[config.mk]
export PLATFORM = sky130hd
export DESIGN_NAME = ref_holdover_div
export DESIGN_NICKNAME = d
export VERILOG_FILES = /design/src/rtl/ref_hold_pkg.sv /design/src/rtl/ref_sync_edge.sv /design/src/rtl/phase_cnt.sv /design/src/rtl/presence_mon.sv /design/src/rtl/ref_holdover_div.sv
export SDC_FILE = /design/constraint.sdc
export NUM_CORES = 1
export LEC_CHECK = 0
export ABC_CLOCK_PERIOD_IN_PS = 1430
export BUFFER_PORTS_ARGS = -buffer_cell sky130_fd_sc_hd__buf_2
export CORE_AREA = 8 8 56 58
export CTS_BUF_LIST = sky130_fd_sc_hd__clkbuf_4 sky130_fd_sc_hd__clkbuf_8
export CTS_CLUSTER_DIAMETER = 30
export DETAILED_ROUTE_END_ITERATION = 10
export DIE_AREA = 0 0 64 66
export PLACE_DENSITY = 0.59
export REMOVE_ABC_BUFFERS = 1
export SETUP_SLACK_MARGIN = 0.15
export SLEW_MARGIN = 20
export SYNTH_ARGS = -nofsm -noshare
export SYNTH_HDL_FRONTEND = slang
export SYNTH_SLANG_ARGS = --single-unit
[constraint.sdc]
create_clock -name clk_i -period 1.43 [get_ports clk_i]
set_clock_uncertainty 0.1 [all_clocks]
set_input_delay 0.0715 -clock clk_i [delete_from_list [all_inputs] [get_ports clk_i]]
set_output_delay 0.0715 -clock clk_i [all_outputs]
set_load 0.03 [all_outputs]
[src/rtl/ref_hold_pkg.sv]
package ref_hold_pkg;
  typedef enum logic [1:0] {
    EDGE_NONE = 2'd0,
    EDGE_RISE = 2'd1,
    EDGE_FALL = 2'd2
  } edge_e;
endpackage

[src/rtl/ref_sync_edge.sv]
module ref_sync_edge
  import ref_hold_pkg::*;
#(
  parameter int SYNC_STAGES = 2
) (
  input  logic  clk_i,
  input  logic  rst_ni,
  input  logic  ref_i,
  output edge_e edge_o
);
  localparam int CHAIN_W = SYNC_STAGES + 1;

  // chain[SYNC_STAGES-1] is the synchronized level, chain[SYNC_STAGES] its delayed copy
  logic [CHAIN_W-1:0] chain_q;

  always_ff @(posedge clk_i or negedge rst_ni) begin
    if (!rst_ni) chain_q <= '0;
    else         chain_q <= {chain_q[CHAIN_W-2:0], ref_i};
  end

  logic lvl, lvl_d;
  assign lvl   = chain_q[SYNC_STAGES-1];
  assign lvl_d = chain_q[SYNC_STAGES];

  always_comb begin
    edge_o = EDGE_NONE;
    if (lvl && !lvl_d)      edge_o = EDGE_RISE;
    else if (!lvl && lvl_d) edge_o = EDGE_FALL;
  end
endmodule

[src/rtl/phase_cnt.sv]
module phase_cnt
  import ref_hold_pkg::*;
#(
  parameter int PERIOD_CNT = 50,
  parameter int HALF_CNT   = 25,
  parameter bit BOTH_EDGES = 1'b1
) (
  input  logic  clk_i,
  input  logic  rst_ni,
  input  edge_e edge_i,
  output logic  wave_o,
  output logic  tick_o
);
  localparam int CNT_W = (PERIOD_CNT > 1) ? $clog2(PERIOD_CNT) : 1;
  localparam logic [CNT_W-1:0] LAST_V = CNT_W'(PERIOD_CNT - 1);
  localparam logic [CNT_W-1:0] HALF_V = CNT_W'(HALF_CNT);

  logic [CNT_W-1:0] cnt_q, cnt_d;
  logic realign_rise, realign_fall;

  assign realign_rise = (edge_i == EDGE_RISE);

  generate
    if (BOTH_EDGES) begin : g_both
      assign realign_fall = (edge_i == EDGE_FALL);
    end else begin : g_rise_only
      assign realign_fall = 1'b0;
    end
  endgenerate

  always_comb begin
    cnt_d = (cnt_q == LAST_V) ? '0 : cnt_q + CNT_W'(1);
    if (realign_rise)      cnt_d = '0;
    else if (realign_fall) cnt_d = HALF_V;
  end

  // outputs registered from cnt_d so they line up with cnt_q, low in reset
  always_ff @(posedge clk_i or negedge rst_ni) begin
    if (!rst_ni) begin
      cnt_q  <= '0;
      wave_o <= 1'b0;
      tick_o <= 1'b0;
    end else begin
      cnt_q  <= cnt_d;
      wave_o <= (cnt_d < HALF_V);
      tick_o <= (cnt_d == '0);
    end
  end
endmodule

[src/rtl/presence_mon.sv]
module presence_mon
  import ref_hold_pkg::*;
#(
  parameter int LOSS_CNT = 200
) (
  input  logic  clk_i,
  input  logic  rst_ni,
  input  edge_e edge_i,
  output logic  present_o
);
  localparam int TMR_W = (LOSS_CNT > 1) ? $clog2(LOSS_CNT) : 1;
  localparam logic [TMR_W-1:0] TMR_LAST = TMR_W'(LOSS_CNT - 1);

  logic [TMR_W-1:0] tmr_q;

  always_ff @(posedge clk_i or negedge rst_ni) begin
    if (!rst_ni) begin
      tmr_q     <= '0;
      present_o <= 1'b0;
    end else if (edge_i != EDGE_NONE) begin
      tmr_q     <= '0;
      present_o <= 1'b1;
    end else if (tmr_q == TMR_LAST) begin
      present_o <= 1'b0;
    end else begin
      tmr_q <= tmr_q + TMR_W'(1);
    end
  end
endmodule

[src/rtl/ref_holdover_div.sv]
module ref_holdover_div
  import ref_hold_pkg::*;
#(
  parameter int PERIOD_CNT  = 50,
  parameter int HALF_CNT    = 25,
  parameter int LOSS_CNT    = 200,
  parameter int SYNC_STAGES = 2,
  parameter bit BOTH_EDGES  = 1'b1
) (
  input  logic clk_i,
  input  logic rst_ni,
  input  logic ref_i,
  output logic wave_o,
  output logic tick_o,
  output logic present_o
);
  edge_e ref_edge;

  ref_sync_edge #(.SYNC_STAGES(SYNC_STAGES)) u_sync (
    .clk_i  (clk_i),
    .rst_ni (rst_ni),
    .ref_i  (ref_i),
    .edge_o (ref_edge)
  );

  phase_cnt #(
    .PERIOD_CNT (PERIOD_CNT),
    .HALF_CNT   (HALF_CNT),
    .BOTH_EDGES (BOTH_EDGES)
  ) u_phase (
    .clk_i  (clk_i),
    .rst_ni (rst_ni),
    .edge_i (ref_edge),
    .wave_o (wave_o),
    .tick_o (tick_o)
  );

  presence_mon #(.LOSS_CNT(LOSS_CNT)) u_pres (
    .clk_i     (clk_i),
    .rst_ni    (rst_ni),
    .edge_i    (ref_edge),
    .present_o (present_o)
  );
endmodule

# [Word level (Yosys, flattened, before mapping)]
# Index checks and enable logic that the tools add are counted.
[totals] reg_bits=20 inputBits=3
[op_classes] n_mux=9 n_eq_ne=5 addsub=2 n_reduce_logical=7 order_cmp=1
[op_table] op="2-to-1 mux 6 bit" count=3
[op_table] op="2-to-1 mux 8 bit" count=2
[op_table] op="adder 8 x 1 -> 8 bit, second input constant" count=1
[op_table] op="== test 8 bit, second input constant" count=1
[op_table] op="adder 6 x 1 -> 6 bit, second input constant" count=1
[op_table] op="== test 6 bit, second input constant" count=1
[op_table] op="logical NOT 6 bit" count=1
[op_table] op="less-than comparator 6 x 5 -> 1 bit, second input constant" count=1
[op_table] op="2-to-1 mux 2 bit" count=2
[op_table] op="nonzero test 2 bit" count=2
[op_table] op="== test 2 x 1 -> 1 bit, second input constant" count=1
[op_table] op="== test 2 bit, second input constant" count=1
[op_table] op="logical AND 1 bit" count=2
[op_table] op="logical NOT 1 bit" count=2
[op_table] op="2-to-1 mux 1 bit" count=2
[op_table] op="!= test 2 x 1 -> 1 bit, second input constant" count=1

# [Logic depth before layout (Yosys ltp)]
# Gate-level depths: netlist of run 1.
[depth] word_depth=8 depth_mapped=6

# [Hierarchy]
# Synthesis of run 1 repeated with hierarchy kept, for this count alone.
[unflattened] hier_cells=107 hier_area_um2=1059.8
[by_module_without_submodules] mod="phase_cnt" instances=1 cells_per_inst=55 area_each_um2=505.5
[by_module_without_submodules] mod="presence_mon" instances=1 cells_per_inst=47 area_each_um2=464.2
[by_module_without_submodules] mod="ref_sync_edge" instances=1 cells_per_inst=5 area_each_um2=90.1

# [Worst setup path before layout of run 1]
# OpenSTA, ideal clock, no wires.
[synth_path] kind="reg-to-reg" start="reg u_phase.cnt_q[0]" end="reg u_phase.wave_o" period_less_slack_ns=1.578 required_ns=1.193 slack_ns=-0.148 path_buffers=0 arrival_ns=1.341 path_stages_with_launch=6 cell_sequence="dfrtp_1 ha_1 and2_1 a2bb2o_1 a21oi_1 a31oi_1"
[synth_between] elab_chain_cells=5
[synth_lines] element="from (decl)" line_no="phase_cnt.sv:18" rtl="logic [CNT_W-1:0] cnt_q, cnt_d;"
[synth_lines] element="from (signal assigned)" line_no="phase_cnt.sv:44" rtl="cnt_q <= cnt_d;"
[synth_lines] element="adder 6 x 1 -> 6 bit or == test 6 bit (tied branches)" line_no="phase_cnt.sv:32" rtl="cnt_d = (cnt_q == LAST_V) ? '0 : cnt_q + CNT_W'(1);"
[synth_lines] element="2-to-1 mux 6 bit *" line_no="phase_cnt.sv:32"
[synth_lines] element="2-to-1 mux 6 bit *" line_no="phase_cnt.sv:34" rtl="else if (realign_fall) cnt_d = HALF_V;"
[synth_lines] element="2-to-1 mux 6 bit *" line_no="phase_cnt.sv:33" rtl="if (realign_rise) cnt_d = '0;"
[synth_lines] element="less-than comparator 6 x 5 -> 1 bit *" line_no="phase_cnt.sv:45" rtl="wave_o <= (cnt_d < HALF_V);"
[synth_lines] element="to (signal assigned)" line_no="phase_cnt.sv:45"
[synth_lines] element="to (decl)" line_no="phase_cnt.sv:11" rtl="output logic wave_o,"
# Mark *: on every way between the ends. The rest lies on a longest branch, timed or not.
# A chain may end at the register's enable or synchronous reset.

# [Worst setup path in the final report of run 1]
[layout_path] start="reg u_phase.cnt_q[1]" end="reg u_phase.tick_o"
[layout_between] elab_chain_cells=5
[layout_lines] element="adder 6 x 1 -> 6 bit or == test 6 bit (tied branches)" line_no="phase_cnt.sv:32"
[layout_lines] element="2-to-1 mux 6 bit *" line_no="phase_cnt.sv:32"
[layout_lines] element="2-to-1 mux 6 bit *" line_no="phase_cnt.sv:34"
[layout_lines] element="2-to-1 mux 6 bit *" line_no="phase_cnt.sv:33"
[layout_lines] element="logical NOT 6 bit *" line_no="phase_cnt.sv:46" rtl="tick_o <= (cnt_d == '0);"
[layout_lines] element="to (signal assigned)" line_no="phase_cnt.sv:46"
[layout_lines] element="to (decl)" line_no="phase_cnt.sv:12" rtl="output logic tick_o"
# Marked as above.

==> impl_results.md, run 1 <==
* Root buf cell: clkbuf_4
* Die Y at 66 µm
* Comb power frac at 27.3%
* Placed Area at 0.00111 mm²
* Yosys reg bits at 20
* Synth cell types at 28
* Pleak at 0.000593 µW
* Fin. max-slew vios at 0
* Largest family of logic cells by synthesized area: simple AND/OR/NAND/NOR gates
* CTS clk-pin slew, worst paths at 120 ps
* Outcome: finished, violations left
* Synth top area share at 52.5%
* Antenna cell count at 0
* Cells after Synth at 85
* Pre-antenna DRT Iters at 4
* Crit path time final at 1550 ps
* Maximum VDD drop at 0.835 mV
* Setup slack after layout at -119 ps
* Yosys warns at 0
* GPL Wtd Cong at 0.753
* Die W at 64 µm
* First-pass GRT wire length at 3410 µm
* Seq pwr share at 43.6%
* Insertion delay to the later sink of the worst-skew pair at 310 ps
* Power Density at 1170 mW/mm²
* DR iter-0 viols at 20
* Critical Path RT at 1560 ps
* Busiest layer in global routing: met2
* Final period util at 108%
* Fmax achieved at 646 MHz
* DPL Wire Length at 1230 µm
* Worst setup path class: reg2reg
* Multiplexer area fraction after synthesis at 1.05%
* Port Buffers at 5
* Met1 Usage GRT at 11.4%
* Switching Share at 28.0%
* EDFF count, synth at 0
* Vias in the first global route at 775
* Failing checks: setup timing
* Clock share of power at 29.2%
* CTS buffer count at 3
* RSZ-0062 raised after global routing: true
* Final Setup Violations at 5
* Asr flop ratio synth at 100%
* Layout cell share with drive strength beyond 1 at 42.9%
* Final wirelength at 1940 µm
* Slew @ Worst Pin at 440 ps
* Via count at 728
* Initial Utilization at 41.1%
* Post-synthesis adder-cell area fraction at 6.56%
* Antenna violations before repair at 0
* DR WL/cell at 13.7 µm
* Sequential area share after synthesis at 52.5%
* DIE AREA at 0.00422 mm²
* Clock buffer depth at 2
* Top FF cell, synth: dfrtp_1
* Met3 usage at 2.20%
* Largest net degree at the start of global routing at 21
* Routed Antenna Nets at 0
* Nets at 121
* Critical Path End Type: flip-flop
* Core area at 0.00232 mm²
* Vias per Instance at 5.13
* Row count at 18
* Reg2Reg Setup Slack at -120 ps
* CTS tree: done
* Fin area at 0.00134 mm²
* Total gr overflow at 0
* Area grow syn2layout at 40.7%
* Synth top cells by count: dfrtp_1, xnor2_1, and2_1, inv_1
* CP startpoint kind: flip-flop
* Simple logic cell fraction of the synthesized area at 20.6%
* Setup TNS at -345 ps
* Top-count cell post-synth: dfrtp_1
* Post-Place Worst Slack at -268 ps
* Final hold vios at 0
* Max transition margin at 70.6%
* CP Data Arrival Time at 1680 ps
* Residual DRC at 0
* Int Pwr at 1130 µW
* Ports at 6
* Post-synthesis cell area at 953 µm²
* Switching pwr at 440 µW
* Post-synthesis average cell area at 11.2 µm²
* Met2 GRT Util at 16.9%
* Synth Area in Compound Gates at 9.58%
* Synth Area in XOR/XNOR at 7.35%
* Max-cap viol count at 0
* Worst Path Max Fanout at 3
* Class of the worst hold path: in2async
* H-tree levels at 1
* Synth area leader: dfrtp_1
* Leading post-synthesis cells by cell area: dfrtp_1, ha_1, xnor2_1, and2_1, nand3_1
* CTS sink count at 20
* Global Route Usage Sum at 10.0%
-- worst max-delay path: stages (launching register included) --
cell and delay, ps:
dfrtp_1 410, inv_1 60, ha_1 140, nand3b_1 120, buf_4 170, a2bb2o_4 200
a21oi_4 50, nor4_2 230
-- registers in the layout (all words and copies together) (netlist names) --
register / cells
u_phase.cnt_q: 6
u_phase.tick_o: 1
u_phase.wave_o: 1
u_pres.present_o: 1
u_pres.tmr_q: 8
u_sync.chain_q: 3
-- final timing paths --
check                                             from                          end  depth (start not counted)
max                         u_phase.cnt_q[1]$_DFF_PN0_     u_phase.tick_o$_DFF_PN0_                          7
min                                             rst_ni  u_pres.tmr_q[1]$_DFFE_PN0P_                          2
max reg2reg                 u_phase.cnt_q[1]$_DFF_PN0_     u_phase.tick_o$_DFF_PN0_                          7
min reg2reg                u_sync.chain_q[0]$_DFF_PN0_  u_sync.chain_q[1]$_DFF_PN0_                          0
max in group asynchronous                       rst_ni   u_phase.cnt_q[2]$_DFF_PN0_                          2
min in group clk_i         u_sync.chain_q[0]$_DFF_PN0_  u_sync.chain_q[1]$_DFF_PN0_                          0
-- what timing repair did --
action | CTS | global route
hold endpoints to repair | 21 | 0
resized for setup | 25 | 5
pin swaps | 10 | 9
hold buffers | 2 | 0
setup buffers | 1 | 3
endpoints found under the setup margin | 15 | 17
-- area by class of cell --
type	count	area, µm²
clock buffer	3	22.5
clock inverter	1	30.0
fill	214	978
inverter	6	22.5
multi-input combinational	59	556
sequential	20	500
tap	30	37.5
timing repair buffer	23	173
-- metal layers --
metal	vias up	share of wire (%)
li1	347	-
met1	369	42
met2	8	54
met3	4	2.6
met4	0	1.3
met5	-	0
-- metrics by stage --
step	cells	hold slack [ps]	util, %	total power (µW)
finish	142	118	57.8	1570
global route	142	154	57.8	1660
CTS	139	132	55.4	1540
detailed placement	132	-57.5	47.7	982
global placement	132	-59.3	47.7	979
floorplan	85	-324	-	844
-- cell families (layout without fill, tap and decap cells) --
kind of cell | after synthesis | count (layout)
and+or+nand+nor | 30 | 30
DFF | 20 | 20
AOI/OAI and AO/OA | 15 | 15
xor gates and xnor gates | 8 | 8
buffers and inverters | 6 | 33
adders and majority gates | 5 | 5
muxes | 1 | 1
-- cell usage in the layout (no fill, tap or decap), drive strengths merged, types with 2 or more instances in the layout --
cell type / Yosys / routed
buf: 0 / 21
nor4: 2 / 2
nor2: 5 / 5
a21oi: 5 / 5
inv: 6 / 6
and2: 6 / 6
o21ai: 5 / 5
nand2: 3 / 3
dfrtp: 20 / 20
a31oi: 2 / 2
and3: 2 / 2
ha: 5 / 5
xnor2: 7 / 7
dlygate4sd3: 0 / 2
nand3: 5 / 5
clkbuf: 0 / 3
-- power groups by stage --
stage | sequential [µW] | clock (µW) | combinational (µW)
after floorplan | 695 | 0 | 150
after global placement | 679 | 0 | 300
after detailed placement | 680 | 0 | 301
after CTS | 678 | 470 | 388
after global routing | 694 | 494 | 470
final | 685 | 459 | 429
Power figures use the tool's default switching activity.
==> inputs of run 2 (changes only) <==
Settings changed: ABC_CLOCK_PERIOD_IN_PS 1430 to 1450, PLACE_DENSITY 0.59 to 0.57.
Clock period 1.43 ns to 1.45 ns, I/O delays scaled along.
==> run 2 against run 1 <==
Net effect: the flow still finishes with violations (setup timing); utilization increased by 4.7 points; global-route usage about the same; maximum frequency down 1.9%; total power shrank 7.4%; non-clock buffer count is 7 higher; sequential power shrank 0.7%; critical path depth fell by 1; clock-buffer cell count up 1; worst setup slack worse by 9.5 ps; critical path type unchanged; critical endpoint is now u_phase.wave_o$_DFF_PN0_; highest routed layer is now met3.
==> impl_results.md, run 2 (synthesis gave the netlist of run 1 again) <==
* Core area at 0.00232 mm²
* Largest net degree at the start of global routing at 21
* Row count at 18
* Hold WS at 148 ps
* Max-cap viol count at 0
* Global Route Usage Sum at 10.1%
* Residual DRC at 0
* Ports at 6
* Slowest CP cell: dfrtp_2
* Layout cell share with drive strength beyond 1 at 52.9%
* Clock buffer depth at 2
* H-tree levels at 1
* Pre-antenna DRT Iters at 4
* Most frequent cells in the layout: dfrtp_1, buf_6, buf_4
* Total gr overflow at 0
* Vias per Instance at 4.90
* Power Density at 1000 mW/mm²
* Fin. max-slew vios at 0
* Via count at 730
* First-pass GRT wire length at 3440 µm
* Initial Utilization at 41.1%
* Max reg flops at 8
* Root buf cell: clkbuf_4
* Critical Path End Type: flip-flop
* Worst path max stage delay at 470 ps
* Final hold vios at 0
* DR WL/cell at 14.2 µm
* Outcome: finished, violations left
* Area grow syn2layout at 52.2%
* DIE AREA at 0.00422 mm²
* DR iter-0 viols at 9
* CP Data Arrival Time at 1660 ps
* Antenna cell count at 0
* Final period util at 109%
* Critical Path RT at 1540 ps
* DPL Wire Length at 1310 µm
* Maximum VDD drop at 0.671 mV
* Insertion delay to the later sink of the worst-skew pair at 290 ps
* Crit path time final at 1580 ps
* Max transition margin at 68.8%
* Fmax achieved at 634 MHz
* CTS tree: done
* Die Y at 66 µm
* CTS sink count at 20
* Setup TNS at -472 ps
* CTS buffer count at 3
* Slew @ Worst Pin at 468 ps
* Final wirelength at 2110 µm
* Class of the worst hold path: in2async
* Vias in the first global route at 785
* Nets at 128
* Critical path cell sequence: ha_4 -> nand3b_1 -> buf_6 -> a2bb2o_4 -> a21oi_4 -> a31oi_1
* CP startpoint kind: flip-flop
* Routed Antenna Nets at 0
* RSZ-0062 raised after global routing: true
* Setup slack after layout at -128 ps
* CTS clk-pin slew, worst paths at 120 ps
* Final Setup Violations at 7
* Fillers at 186
* Pleak at 0.000627 µW
* Largest registers: u_pres.tmr_q: 8 flops, u_phase.cnt_q: 6 flops, u_sync.chain_q: 3 flops
* Most flops, register: u_pres.tmr_q
* Worst setup path class: reg2reg
* Port Buffers at 5
* Die W at 64 µm
* Failing checks: setup timing
* GPL Wtd Cong at 0.791
* Worst Path Max Fanout at 3
* Antenna violations before repair at 0
* Most common cell after layout, fill and taps aside: dfrtp_1
-- run 2: cell types whose count changed in the layout (fill, tap and decap cells not counted), sizes merged --
cell,previous run,this run
buf,21,28
bufinv,1,0
clkbuf,3,4
-- run 2: metal layers --
layer	share of wire, %	GRT usage, %	up-vias
met5	0	0	-
met4	0	4.18	0
met3	2.3	1.53	0
met2	54	19.4	8
met1	43	10.6	364
li1	-	-	358
-- run 2: repair_timing --
action | in CTS | in global routing
resized for setup | 30 | 18
buffers inserted | 4 | 6
pin swaps | 15 | 11
hold buffers | 2 | 0
endpoints found under the hold margin | 21 | 0
setup endpoints to repair | 15 | 17
-- run 2: through the flow --
stage	utilization, %	cell area (µm²)	setup slack [ps]	total power [µW]	instances
after detailed placement	48.0	1110	-264	974	133
final	62.6	1450	-128	1460	149
after CTS	57.6	1340	-91.4	1430	143
after floorplan	-	953	-128	833	85
after global routing	62.6	1450	-180	1540	149
after global placement	48.0	1110	-223	966	133
-- run 2: worst paths after layout --
| path | end | start | cells after the start | slack (ps) |
|---|---|---|---|---|
| worst min-delay path | u_pres.tmr_q[2]$_DFFE_PN0P_ | rst_ni | 2 | 150 |
| min in group clk_i | u_sync.chain_q[1]$_DFF_PN0_ | u_sync.chain_q[0]$_DFF_PN0_ | 0 | 270 |
| worst max register to register | u_phase.wave_o$_DFF_PN0_ | u_phase.cnt_q[0]$_DFF_PN0_ | 6 | -130 |
| max in group asynchronous | u_phase.cnt_q[2]$_DFF_PN0_ | rst_ni | 2 | 760 |
| worst min register to register | u_sync.chain_q[1]$_DFF_PN0_ | u_sync.chain_q[0]$_DFF_PN0_ | 0 | 270 |
| worst max-delay path | u_phase.wave_o$_DFF_PN0_ | u_phase.cnt_q[0]$_DFF_PN0_ | 6 | -130 |
-- run 2: power by group --
group | internal [µW] | switching [µW]
combinational | 247 | 205
sequential | 615 | 64.5
clock | 153 | 171
total | 1020 | 441
-- run 2: worst max-delay path, delay by kind of cell (launching register included) --
kind	cells	cell delay [ps]
flip-flops	1	470
AO/OA/AOI/OAI	3	450
adder cells (fa/ha/maj)	1	170
AND/OR/NAND/NOR	1	140
buffers and inverters	1	140
-- run 2: area by class of cell --
| class | instances | area (µm²) | share of cell area, % |
|---|---|---|---|
| Clock buffer | 4 | 36.3 | 2.50 |
| Inverter | 6 | 22.5 | 1.55 |
| Multi-Input combinational cell | 59 | 589 | 40.6 |
| Sequential cell | 20 | 503 | 34.7 |
| Tap cell | 30 | 37.5 | 2.59 |
| Timing Repair Buffer | 30 | 263 | 18.1 |
